### src/rtl/rfp_pkg.sv
package rfp_pkg;
  localparam int BYTE_W = 8;
  localparam int NIB_W  = 4;

  typedef enum logic [2:0] {
    ST_IDLE = 3'd0,
    ST_DATA = 3'd1,
    ST_SUM  = 3'd2,
    ST_CR   = 3'd3,
    ST_LF   = 3'd4,
    ST_END  = 3'd5
  } rfp_state_e;
endpackage

### src/rtl/rfp_hexdec.sv
module rfp_hexdec
  import rfp_pkg::*;
(
  input  logic [BYTE_W-1:0] char_i,
  output logic              ok_o,
  output logic [NIB_W-1:0]  nib_o
);
  logic [BYTE_W-1:0] diff;

  always_comb begin
    ok_o  = 1'b0;
    diff  = '0;
    if (char_i >= 8'h30 && char_i <= 8'h39) begin
      ok_o = 1'b1;
      diff = char_i - 8'h30;
    end else if (char_i >= 8'h41 && char_i <= 8'h46) begin
      ok_o = 1'b1;
      diff = char_i - 8'h37;
    end else if (char_i >= 8'h61 && char_i <= 8'h66) begin
      ok_o = 1'b1;
      diff = char_i - 8'h57;
    end
    nib_o = diff[NIB_W-1:0];
  end
endmodule

### src/rtl/rfp_xorsum.sv
module rfp_xorsum
  import rfp_pkg::*;
(
  input  logic              clk,
  input  logic              rst,
  input  logic              clr_i,
  input  logic              add_i,
  input  logic [BYTE_W-1:0] byte_i,
  output logic [BYTE_W-1:0] sum_o
);
  always_ff @(posedge clk) begin
    if (rst || clr_i) sum_o <= '0;
    else if (add_i)   sum_o <= sum_o ^ byte_i;
  end
endmodule

### src/rtl/rfp_top.sv
module rfp_top
  import rfp_pkg::*;
#(
  parameter int          ID_BYTES  = 4,
  parameter int          HDR_BYTES = 1,
  parameter logic [7:0]  CH_START  = 8'h02,
  parameter logic [7:0]  CH_END    = 8'h03,
  parameter logic [7:0]  CH_CR     = 8'h0D,
  parameter logic [7:0]  CH_LF     = 8'h0A,
  parameter int          SEL_W     = $clog2(ID_BYTES),
  parameter int          CNT_W     = $clog2(2 * (ID_BYTES + HDR_BYTES) + 1)
)(
  input  logic                clk,
  input  logic                rst,
  input  logic                load_i,
  input  logic [BYTE_W-1:0]   din_i,
  output logic                wr_en_o,
  output logic [BYTE_W-1:0]   wr_data_o,
  output logic [SEL_W-1:0]    wr_sel_o,
  output logic                fmt_err_o,
  output logic                sum_err_o,
  output logic [2:0]          dbg_state_o,
  output logic [CNT_W-1:0]    dbg_count_o
);
  localparam int DATA_CHARS = 2 * (ID_BYTES + HDR_BYTES);
  localparam int LAST_IDX   = ID_BYTES + HDR_BYTES - 1;
  localparam logic [CNT_W-1:0] LAST_DATA = CNT_W'(DATA_CHARS - 1);
  localparam logic [CNT_W-1:0] HDR_C     = CNT_W'(HDR_BYTES);
  localparam logic [CNT_W-1:0] LAST_C    = CNT_W'(LAST_IDX);

  rfp_state_e        state_q;
  logic [CNT_W-1:0]  cnt_q;
  logic [NIB_W-1:0]  hi_q;
  logic              nib_ok;
  logic [NIB_W-1:0]  nib;
  logic [BYTE_W-1:0] pair;
  logic [BYTE_W-1:0] csum;
  logic [CNT_W-1:0]  byte_idx;
  logic [CNT_W-1:0]  sel_full;
  logic              is_start;
  logic              sum_add;

  rfp_hexdec u_hex (
    .char_i (din_i),
    .ok_o   (nib_ok),
    .nib_o  (nib)
  );

  assign pair     = {hi_q, nib};
  assign byte_idx = {1'b0, cnt_q[CNT_W-1:1]};
  assign sel_full = LAST_C - byte_idx;
  assign is_start = load_i && (din_i == CH_START);
  assign sum_add  = load_i && !is_start && (state_q == ST_DATA) && nib_ok && cnt_q[0];

  rfp_xorsum u_sum (
    .clk    (clk),
    .rst    (rst),
    .clr_i  (is_start),
    .add_i  (sum_add),
    .byte_i (pair),
    .sum_o  (csum)
  );

  always_ff @(posedge clk) begin
    if (rst) begin
      state_q   <= ST_IDLE;
      cnt_q     <= '0;
      hi_q      <= '0;
      wr_en_o   <= 1'b0;
      wr_data_o <= '0;
      wr_sel_o  <= '0;
      fmt_err_o <= 1'b0;
      sum_err_o <= 1'b0;
    end else begin
      wr_en_o <= 1'b0;
      if (is_start) begin
        state_q   <= ST_DATA;
        cnt_q     <= '0;
        fmt_err_o <= 1'b0;
        sum_err_o <= 1'b0;
      end else if (load_i) begin
        case (state_q)
          ST_IDLE: ;
          ST_DATA: begin
            if (!nib_ok) begin
              fmt_err_o <= 1'b1;
              state_q   <= ST_IDLE;
              cnt_q     <= '0;
            end else begin
              if (!cnt_q[0]) hi_q <= nib;
              else if (byte_idx >= HDR_C) begin
                wr_en_o   <= 1'b1;
                wr_data_o <= pair;
                wr_sel_o  <= sel_full[SEL_W-1:0];
              end
              if (cnt_q == LAST_DATA) begin
                state_q <= ST_SUM;
                cnt_q   <= '0;
              end else begin
                cnt_q <= cnt_q + 1'b1;
              end
            end
          end
          ST_SUM: begin
            if (!nib_ok) begin
              fmt_err_o <= 1'b1;
              state_q   <= ST_IDLE;
              cnt_q     <= '0;
            end else if (!cnt_q[0]) begin
              hi_q  <= nib;
              cnt_q <= cnt_q + 1'b1;
            end else begin
              cnt_q     <= '0;
              sum_err_o <= (pair != csum);
              state_q   <= (pair != csum) ? ST_IDLE : ST_CR;
            end
          end
          ST_CR: begin
            state_q <= (din_i == CH_CR) ? ST_LF : ST_IDLE;
            if (din_i != CH_CR) fmt_err_o <= 1'b1;
          end
          ST_LF: begin
            state_q <= (din_i == CH_LF) ? ST_END : ST_IDLE;
            if (din_i != CH_LF) fmt_err_o <= 1'b1;
          end
          ST_END: begin
            state_q <= ST_IDLE;
            if (din_i != CH_END) fmt_err_o <= 1'b1;
          end
          default: state_q <= ST_IDLE;
        endcase
      end
    end
  end

  assign dbg_state_o = state_q;
  assign dbg_count_o = cnt_q;
endmodule

### config.mk
export PLATFORM = sky130hd
export DESIGN_NAME = rfp_top
export DESIGN_NICKNAME = d
export VERILOG_FILES = /design/src/rtl/rfp_pkg.sv /design/src/rtl/rfp_hexdec.sv /design/src/rtl/rfp_xorsum.sv /design/src/rtl/rfp_top.sv
export SDC_FILE = /design/constraint.sdc
export NUM_CORES = 1
export LEC_CHECK = 0
export CAP_MARGIN = 20
export CORE_MARGIN = 5
export CORE_UTILIZATION = 54
export CTS_CLUSTER_SIZE = 10
export DETAILED_ROUTE_END_ITERATION = 8
export PLACE_DENSITY = 0.8
export RECOVER_POWER = 100
export SETUP_SLACK_MARGIN = 0.1
export SLEW_MARGIN = 40
export SYNTH_ARGS = -nofsm -noshare
export SYNTH_HDL_FRONTEND = slang
export SYNTH_SLANG_ARGS = --single-unit
### constraint.sdc
create_clock -name clk -period 2.85 [get_ports clk]
set_input_delay 0.57 -clock clk [delete_from_list [all_inputs] [get_ports clk]]
set_output_delay 0.57 -clock clk [all_outputs]
set_load 0.1 [all_outputs]
==> impl_metrics.tcl, run 1 <==
set metrics [dict create \
    status "finished clean" \
    cts_inserted_buffers 5 \
    hold_path_depth 2 \
    synth_area_um2 2000 \
    combPwrFrac 0.132 \
    synth_cells 239 \
    grt_pass1_wl_um 7670 \
    diodes 0 \
    period_share 0.928 \
    holdBufCountCts 0 \
    critPathLaunchType "primary input" \
    h-tree-depth 2 \
    ir_worst_vdd_v 0.000420 \
    area_growth_syn_to_layout_pct 26.9 \
    critPathSlowestCell "clkdlybuf4s50_1" \
    ff_latch_area_um2 641 \
    path_class "primary input to flop" \
    seqPwrFrac 0.447 \
    synth-simple-area-share 0.227 \
    port_buffers 30 \
    synth_edf_count 0 \
    finalNonFillerCells 342 \
    gp_congestion 0.876 \
    start_util 0.551 \
    drive_above_1_share 0.184 \
    insertion_delay_ns 0.28 \
    final_core_util 0.699 \
    yosys.area_share.adder 0.0562 \
    antenna_found_initial 0 \
    fill_cells 327 \
    clock_path_buffers 2 \
    grt_setup_unrepaired "no" \
    max_stage_delay_ns 0.42 \
    multi_input_area_um2 1290 \
    synth_compound_area_frac 0.231 \
    clock_sinks 32 \
    routed_wl_um 4820 \
    switching_share 0.245 \
    first_global_vias 1746 \
    reg2regPathDepth 6 \
    switching_power_mw 0.248 \
    p_int_mw 0.766 \
    async_flop_share 0 \
    io_pins 31 \
    setup_viol 0 \
    drt_first_pass_iters 4 \
    p_per_area_nw_per_um2 399 \
    yosys_warnings 0 \
    die_area_um2 5030 \
    post-cts-setup-buffers 0 \
    yosysTopAreaCellShare 0.320 \
    synthMuxAreaShare 0.0506 \
    hold_viol_final 0 \
    yosys.area.top_type "dfxtp_1" \
    yosysSeqAreaShare 0.320 \
    via_per_inst 5.47 \
    ys_ff_latch 32 \
    drv_slew 0 \
    grt_overflow_total 0 \
    core_um2 3630 \
    synthXorXnorAreaFrac 0.0637 \
    path_cells "clkdlybuf4s50_1, inv_1, ha_1, inv_2, o311a_4, or3_1, a2111oi_4, o31ai_2, a211oi_2" \
    slew_headroom 0.224 \
    p_leak_nw 0.932 \
    cp-end-kind "flop" \
    die_h_um 70.9 \
    cp_max_fo 4 \
    final.min_clock_period_ns 2.65 \
    die_x_um 70.9 \
    syn_nets 259 \
    grt.total_usage 0.188 \
    cts_tree "yes" \
    num_rows 22 \
    yosysUniqueCellTypes 58 \
    min_path_type "flop to flop" \
    fin_nets 313 \
    clock-root-buffer "clkbuf_8" \
    finClkSkew_ns 0.00305 \
    drt_iter0_drc 116 \
    fmax_mhz 378 \
    synth_top_family_by_area "compound AO/OA/AOI/OAI gates" \
    ys.flop_type "dfxtp_1" \
    drtAntennaViolNets 0 \
    pwr-share-clk 0.420 \
    grt_max_degree 16 \
    syn_area_per_cell_um2 8.38 \
    dp.cells 334 \
    synth_area_leaders "dfxtp_1, nor2_1, ha_1" \
    hpwl_um 3610 \
    max_slew.worst_pin.slew_ns 1.17 \
    clk_pin_slew_ns 0.06 \
    drcViolationCount 0 \
    arrival_ns 2.85 \
    crit_required_ns 3.06 \
    tns_ns 0 \
    cap_viol_max_count 0 \
    vias 1870 \
    wl_per_cell_um 14.1 \
]
==> Yosys cell counts (5+ instances only) <==
master / instances
ha_1: 9
o21ai_0: 10
xor2_1: 7
nand2b_1: 6
dfxtp_1: 32
nand2_1: 10
a21oi_1: 16
buf_2: 5
xnor2_1: 5
nor4_1: 5
mux2i_1: 9
nor3_1: 8
inv_1: 11
or3_1: 5
clkbuf_1: 6
a211oi_1: 5
nor2_1: 35
==> state kept, by name, indices dropped and copies added, names as in the netlist <==
signal       cells
wr_en_o          1
u_sum.sum_o      8
wr_data_o        8
dbg_state_o      3
hi_q             4
sum_err_o        1
wr_sel_o         2
fmt_err_o        1
dbg_count_o      4
==> layout by cell type (no fill, tap or decap), types with 4 or more instances in the layout <==
cell type | Yosys | final
clkbuf_1 | 6 | 23
clkbuf_8 | 0 | 5
nor3_1 | 8 | 8
mux2i_1 | 9 | 9
nor2_1 | 35 | 34
nor4_1 | 5 | 4
ha_1 | 9 | 8
nand2_1 | 10 | 10
xor2_1 | 7 | 7
a211oi_1 | 5 | 5
clkdlybuf4s50_1 | 0 | 8
a21oi_1 | 16 | 16
buf_4 | 1 | 27
xnor2_1 | 5 | 5
o21ai_0 | 10 | 11
nand2b_1 | 6 | 6
dfxtp_1 | 32 | 32
or3_1 | 5 | 5
inv_1 | 11 | 10
==> routing by layer <==
layer | track usage | vias to the layer above | part of all wire | routed length [um]
met5 | 0 | - | 0 | 0
met4 | 0.0731 | 0 | 0.014 | 66
met3 | 0.0384 | 8 | 0.045 | 219
met2 | 0.324 | 37 | 0.49 | 2360
met1 | 0.230 | 865 | 0.45 | 2170
li1 | - | 960 | - | -
==> worst max-delay path, delay by kind of cell <==
kind	cells	cell delay [ns]
buf+inv	3	0.57
simple gates	1	0.39
fa+ha+maj	1	0.27
compound gates	4	1.06
==> cells by family (layout without fill, tap and decap cells) <==
group | after synthesis | after routing
xor+xnor | 13 | 13
fa+ha+maj | 9 | 9
flops | 32 | 32
buf+inv | 25 | 80
mux | 10 | 10
simple gates | 88 | 88
compound gates | 62 | 62
==> through the flow <==
step	hold WS [ns]	total power, mW	instance area (um2)	setup slack (ns)
2_1_floorplan	0.463	0.538	2000	0.238
3_3_place_gp	0.455	0.593	2480	-0.125
3_5_place_dp	0.461	0.595	2480	-0.227
4_1_cts	0.477	1.02	2590	0.128
5_1_grt	0.494	1.05	2540	0.0861
6_report	0.478	1.01	2540	0.205
==> area by class of cell <==
| class | count | share of cell area |
|---|---|---|
| multi-input combinational | 182 | 0.510 |
| clock buffer | 6 | 0.0286 |
| inverter | 12 | 0.0177 |
| clock inverter | 2 | 0.0138 |
| timing repair buffer | 60 | 0.155 |
| tap | 48 | 0.0236 |
| sequential | 32 | 0.252 |
==> final timing paths <==
| check | slack [ns] | end | start |
|---|---|---|---|
| hold / removal | 0.48 | fmt_err_o | fmt_err_o |
| setup / recovery | 0.20 | dbg_state_o[1] | din_i[1] |
| setup reg to reg | 0.75 | dbg_state_o[1] | dbg_state_o[1] |
| hold reg to reg | 0.48 | fmt_err_o | fmt_err_o |
==> power by group through the flow <==
stage	logic, mW	clock network (mW)	registers, mW
2_1_floorplan	0.0638	0	0.474
3_3_place_gp	0.129	0	0.464
3_5_place_dp	0.131	0	0.464
4_1_cts	0.132	0.435	0.454
5_1_grt	0.144	0.457	0.454
6_report	0.134	0.426	0.454
==> repair_timing <==
item	CTS	global route
pin swaps	0	1
resized for setup	1	10
hold endpoints to repair	0	0
endpoints found under the setup margin	3	3
(Power assumes the default switching activity.)
==> run 2, diff against run 1 <==
--- a/config.mk
+++ b/config.mk
@@ -12,7 +12,6 @@
 export DETAILED_ROUTE_END_ITERATION = 8
 export PLACE_DENSITY = 0.8
 export RECOVER_POWER = 100
-export SETUP_SLACK_MARGIN = 0.1
 export SLEW_MARGIN = 40
 export SYNTH_ARGS = -nofsm -noshare
 export SYNTH_HDL_FRONTEND = slang
==> run 2 against run 1 <==
  * Register-to-register slack about the same
  * Setup slack got worse by 0.087 ns
  * First-iteration DRC count down 1.7%
  * Clock power about the same
  * Non-clock buffer count unchanged
  * Core utilization decreased by 1.4 points
  * Die area stayed put
  * Global-route usage unchanged
  * Sequential share of layout area increased by 0.52 points
  * Power shrank 0.41%
  * Cell area is 2.0% lower
  * Critical path type unchanged
  * Largest cell class unchanged
  * Largest power group unchanged
==> impl_metrics.tcl, run 2 (synthesis results as in run 1) <==
set metrics [dict create \
    place_area_um2 2480 \
    cp-end-kind "flop" \
    drv_slew 0 \
    reg_top3 "u_sum.sum_o (8), wr_data_o (8)" \
    cp_max_fo 4 \
    wl_per_cell_um 13.7 \
    final_core_util 0.685 \
    io_pins 31 \
    ir_worst_vdd_v 0.000420 \
    r2r-end "dbg_state_o[1]" \
    path_cells "clkdlybuf4s50_1, inv_1, ha_1, inv_2, o311a_4, or3_1, a2111oi_4, o31ai_2, a211oi_2" \
    first_global_vias 1746 \
    antenna_found_initial 0 \
    start_util 0.551 \
    critPathSlowestCell "clkdlybuf4s50_1" \
    vias 1876 \
    clock_sinks 32 \
    fin_nets 313 \
    num_rows 22 \
    cts_inserted_buffers 5 \
    grt_max_degree 16 \
    die_area_um2 5030 \
    cap_viol_max_count 0 \
    core_um2 3630 \
    die_h_um 70.9 \
    die_x_um 70.9 \
    critPathBufInv 3 \
    ff2ff_setup_slack_ns 0.74 \
    port_buffers 30 \
    layout_common_cells "nor2_1, dfxtp_1, clkbuf_1, buf_4, a21oi_1" \
    routed_wl_um 4680 \
    final_common_cell "nor2_1" \
    drive_above_1_share 0.156 \
    arrival_ns 2.94 \
    cpLargestDelayFamily "compound AO/OA/AOI/OAI gates" \
    holdBufCountCts 0 \
    cts_tree "yes" \
    holdPathEnd "fmt_err_o" \
    clock_path_buffers 2 \
    min-delay-start "fmt_err_o" \
    grt_setup_unrepaired "no" \
    hold_path_depth 2 \
    setup_viol 0 \
    diodes 0 \
    finClkSkew_ns 0.00324 \
    finalNonFillerCells 342 \
    insertion_delay_ns 0.28 \
    total_power_mw 1.01 \
    period_share 0.959 \
    min_path_type "flop to flop" \
    final.min_clock_period_ns 2.73 \
    h-tree-depth 2 \
    status "finished clean" \
    p_per_area_nw_per_um2 406 \
    max_stage_delay_ns 0.47 \
    fin_area_um2 2490 \
    hold_viol_final 0 \
    max_slew.worst_pin.slew_ns 1.17 \
    grt_overflow_total 0 \
    clock-root-buffer "clkbuf_8" \
    p_leak_nw 0.914 \
    drt_first_pass_iters 4 \
    critPathLaunchType "primary input" \
    slew_headroom 0.224 \
    fmax_mhz 366 \
    clk_pin_slew_ns 0.06 \
    area_growth_syn_to_layout_pct 24.3 \
    path_class "primary input to flop" \
    hold_ws_ns 0.466 \
    gp_congestion 0.876 \
    grt.total_usage 0.188 \
    r2r_start "dbg_state_o[1]" \
    drcViolationCount 0 \
    crit_required_ns 3.06 \
    drtAntennaViolNets 0 \
    via_per_inst 5.49 \
    dp.cells 334 \
    grt_pass1_wl_um 7670 \
    hpwl_um 3610 \
    drt_iter0_drc 114 \
    post-cts-setup-buffers 0 \
    reg2regPathDepth 6 \
]
## run 2: worst max-delay path by stage
stage,start,to,slack (ns),cells past startpoint
2_1_floorplan,dbg_count_o[0],wr_data_o[1],0.24,8
3_3_place_gp,din_i[0],dbg_state_o[0],-0.13,10
3_5_place_dp,din_i[0],dbg_state_o[1],-0.23,9
4_1_cts,din_i[0],dbg_state_o[1],0.05,9
5_1_grt,din_i[4],hi_q[0],0.005,9
6_report,din_i[0],dbg_state_o[1],0.12,9
## run 2: per-layer routing
layer	part of all wire	vias to the layer above	GRT usage
met3	0.042	7	0.0384
met5	0	-	0
li1	-	965	-
met4	0.014	0	0.0731
met2	0.48	27	0.324
met1	0.46	877	0.230
## run 2: repair_timing
action,4_1_cts,5_1_grt
hold endpoints to repair,0,0
setup endpoints to repair,0,3
resized for setup,0,1
## run 2: final cells by class
cell class,instances,area (um2)
tap,48,60.1
clock inverter,2,35.0
sequential,32,641
multi-input combinational,182,1250
fill,335,1140
timing repair buffer,60,383
clock buffer,6,72.6
inverter,12,45.0
## run 2: tightest hold or removal path: stages (launching register included)
cell,delay (ns)
dfxtp_1,0.33
a21oi_1,0.04
nor2_1,0.07
## run 2: where the power goes
| part | leakage [nW] | total [mW] | switching, mW | internal [mW] |
|---|---|---|---|---|
| Clock | 0.0552 | 0.428 | 0.168 | 0.259 |
| Sequential | 0.258 | 0.454 | 0.00426 | 0.449 |
| Combinational | 0.601 | 0.129 | 0.0728 | 0.0561 |
## run 2: through the flow
stage	setup slack (ns)	TNS (ns)
3_5_place_dp	-0.227	-0.734
3_3_place_gp	-0.125	-1.17
6_report	0.118	0
4_1_cts	0.0535	0
5_1_grt	0.00516	0
2_1_floorplan	0.238	0
==> run 3, diff against run 2 <==
--- a/config.mk
+++ b/config.mk
@@ -12,6 +12,7 @@
 export DETAILED_ROUTE_END_ITERATION = 8
 export PLACE_DENSITY = 0.8
 export RECOVER_POWER = 100
+export SETUP_SLACK_MARGIN = 0.1
 export SLEW_MARGIN = 40
 export SYNTH_ARGS = -nofsm -noshare
 export SYNTH_HDL_FRONTEND = slang
==> results of run 3 <==
Same layout as run 1: the final DEF is identical, and so are final timing and power.
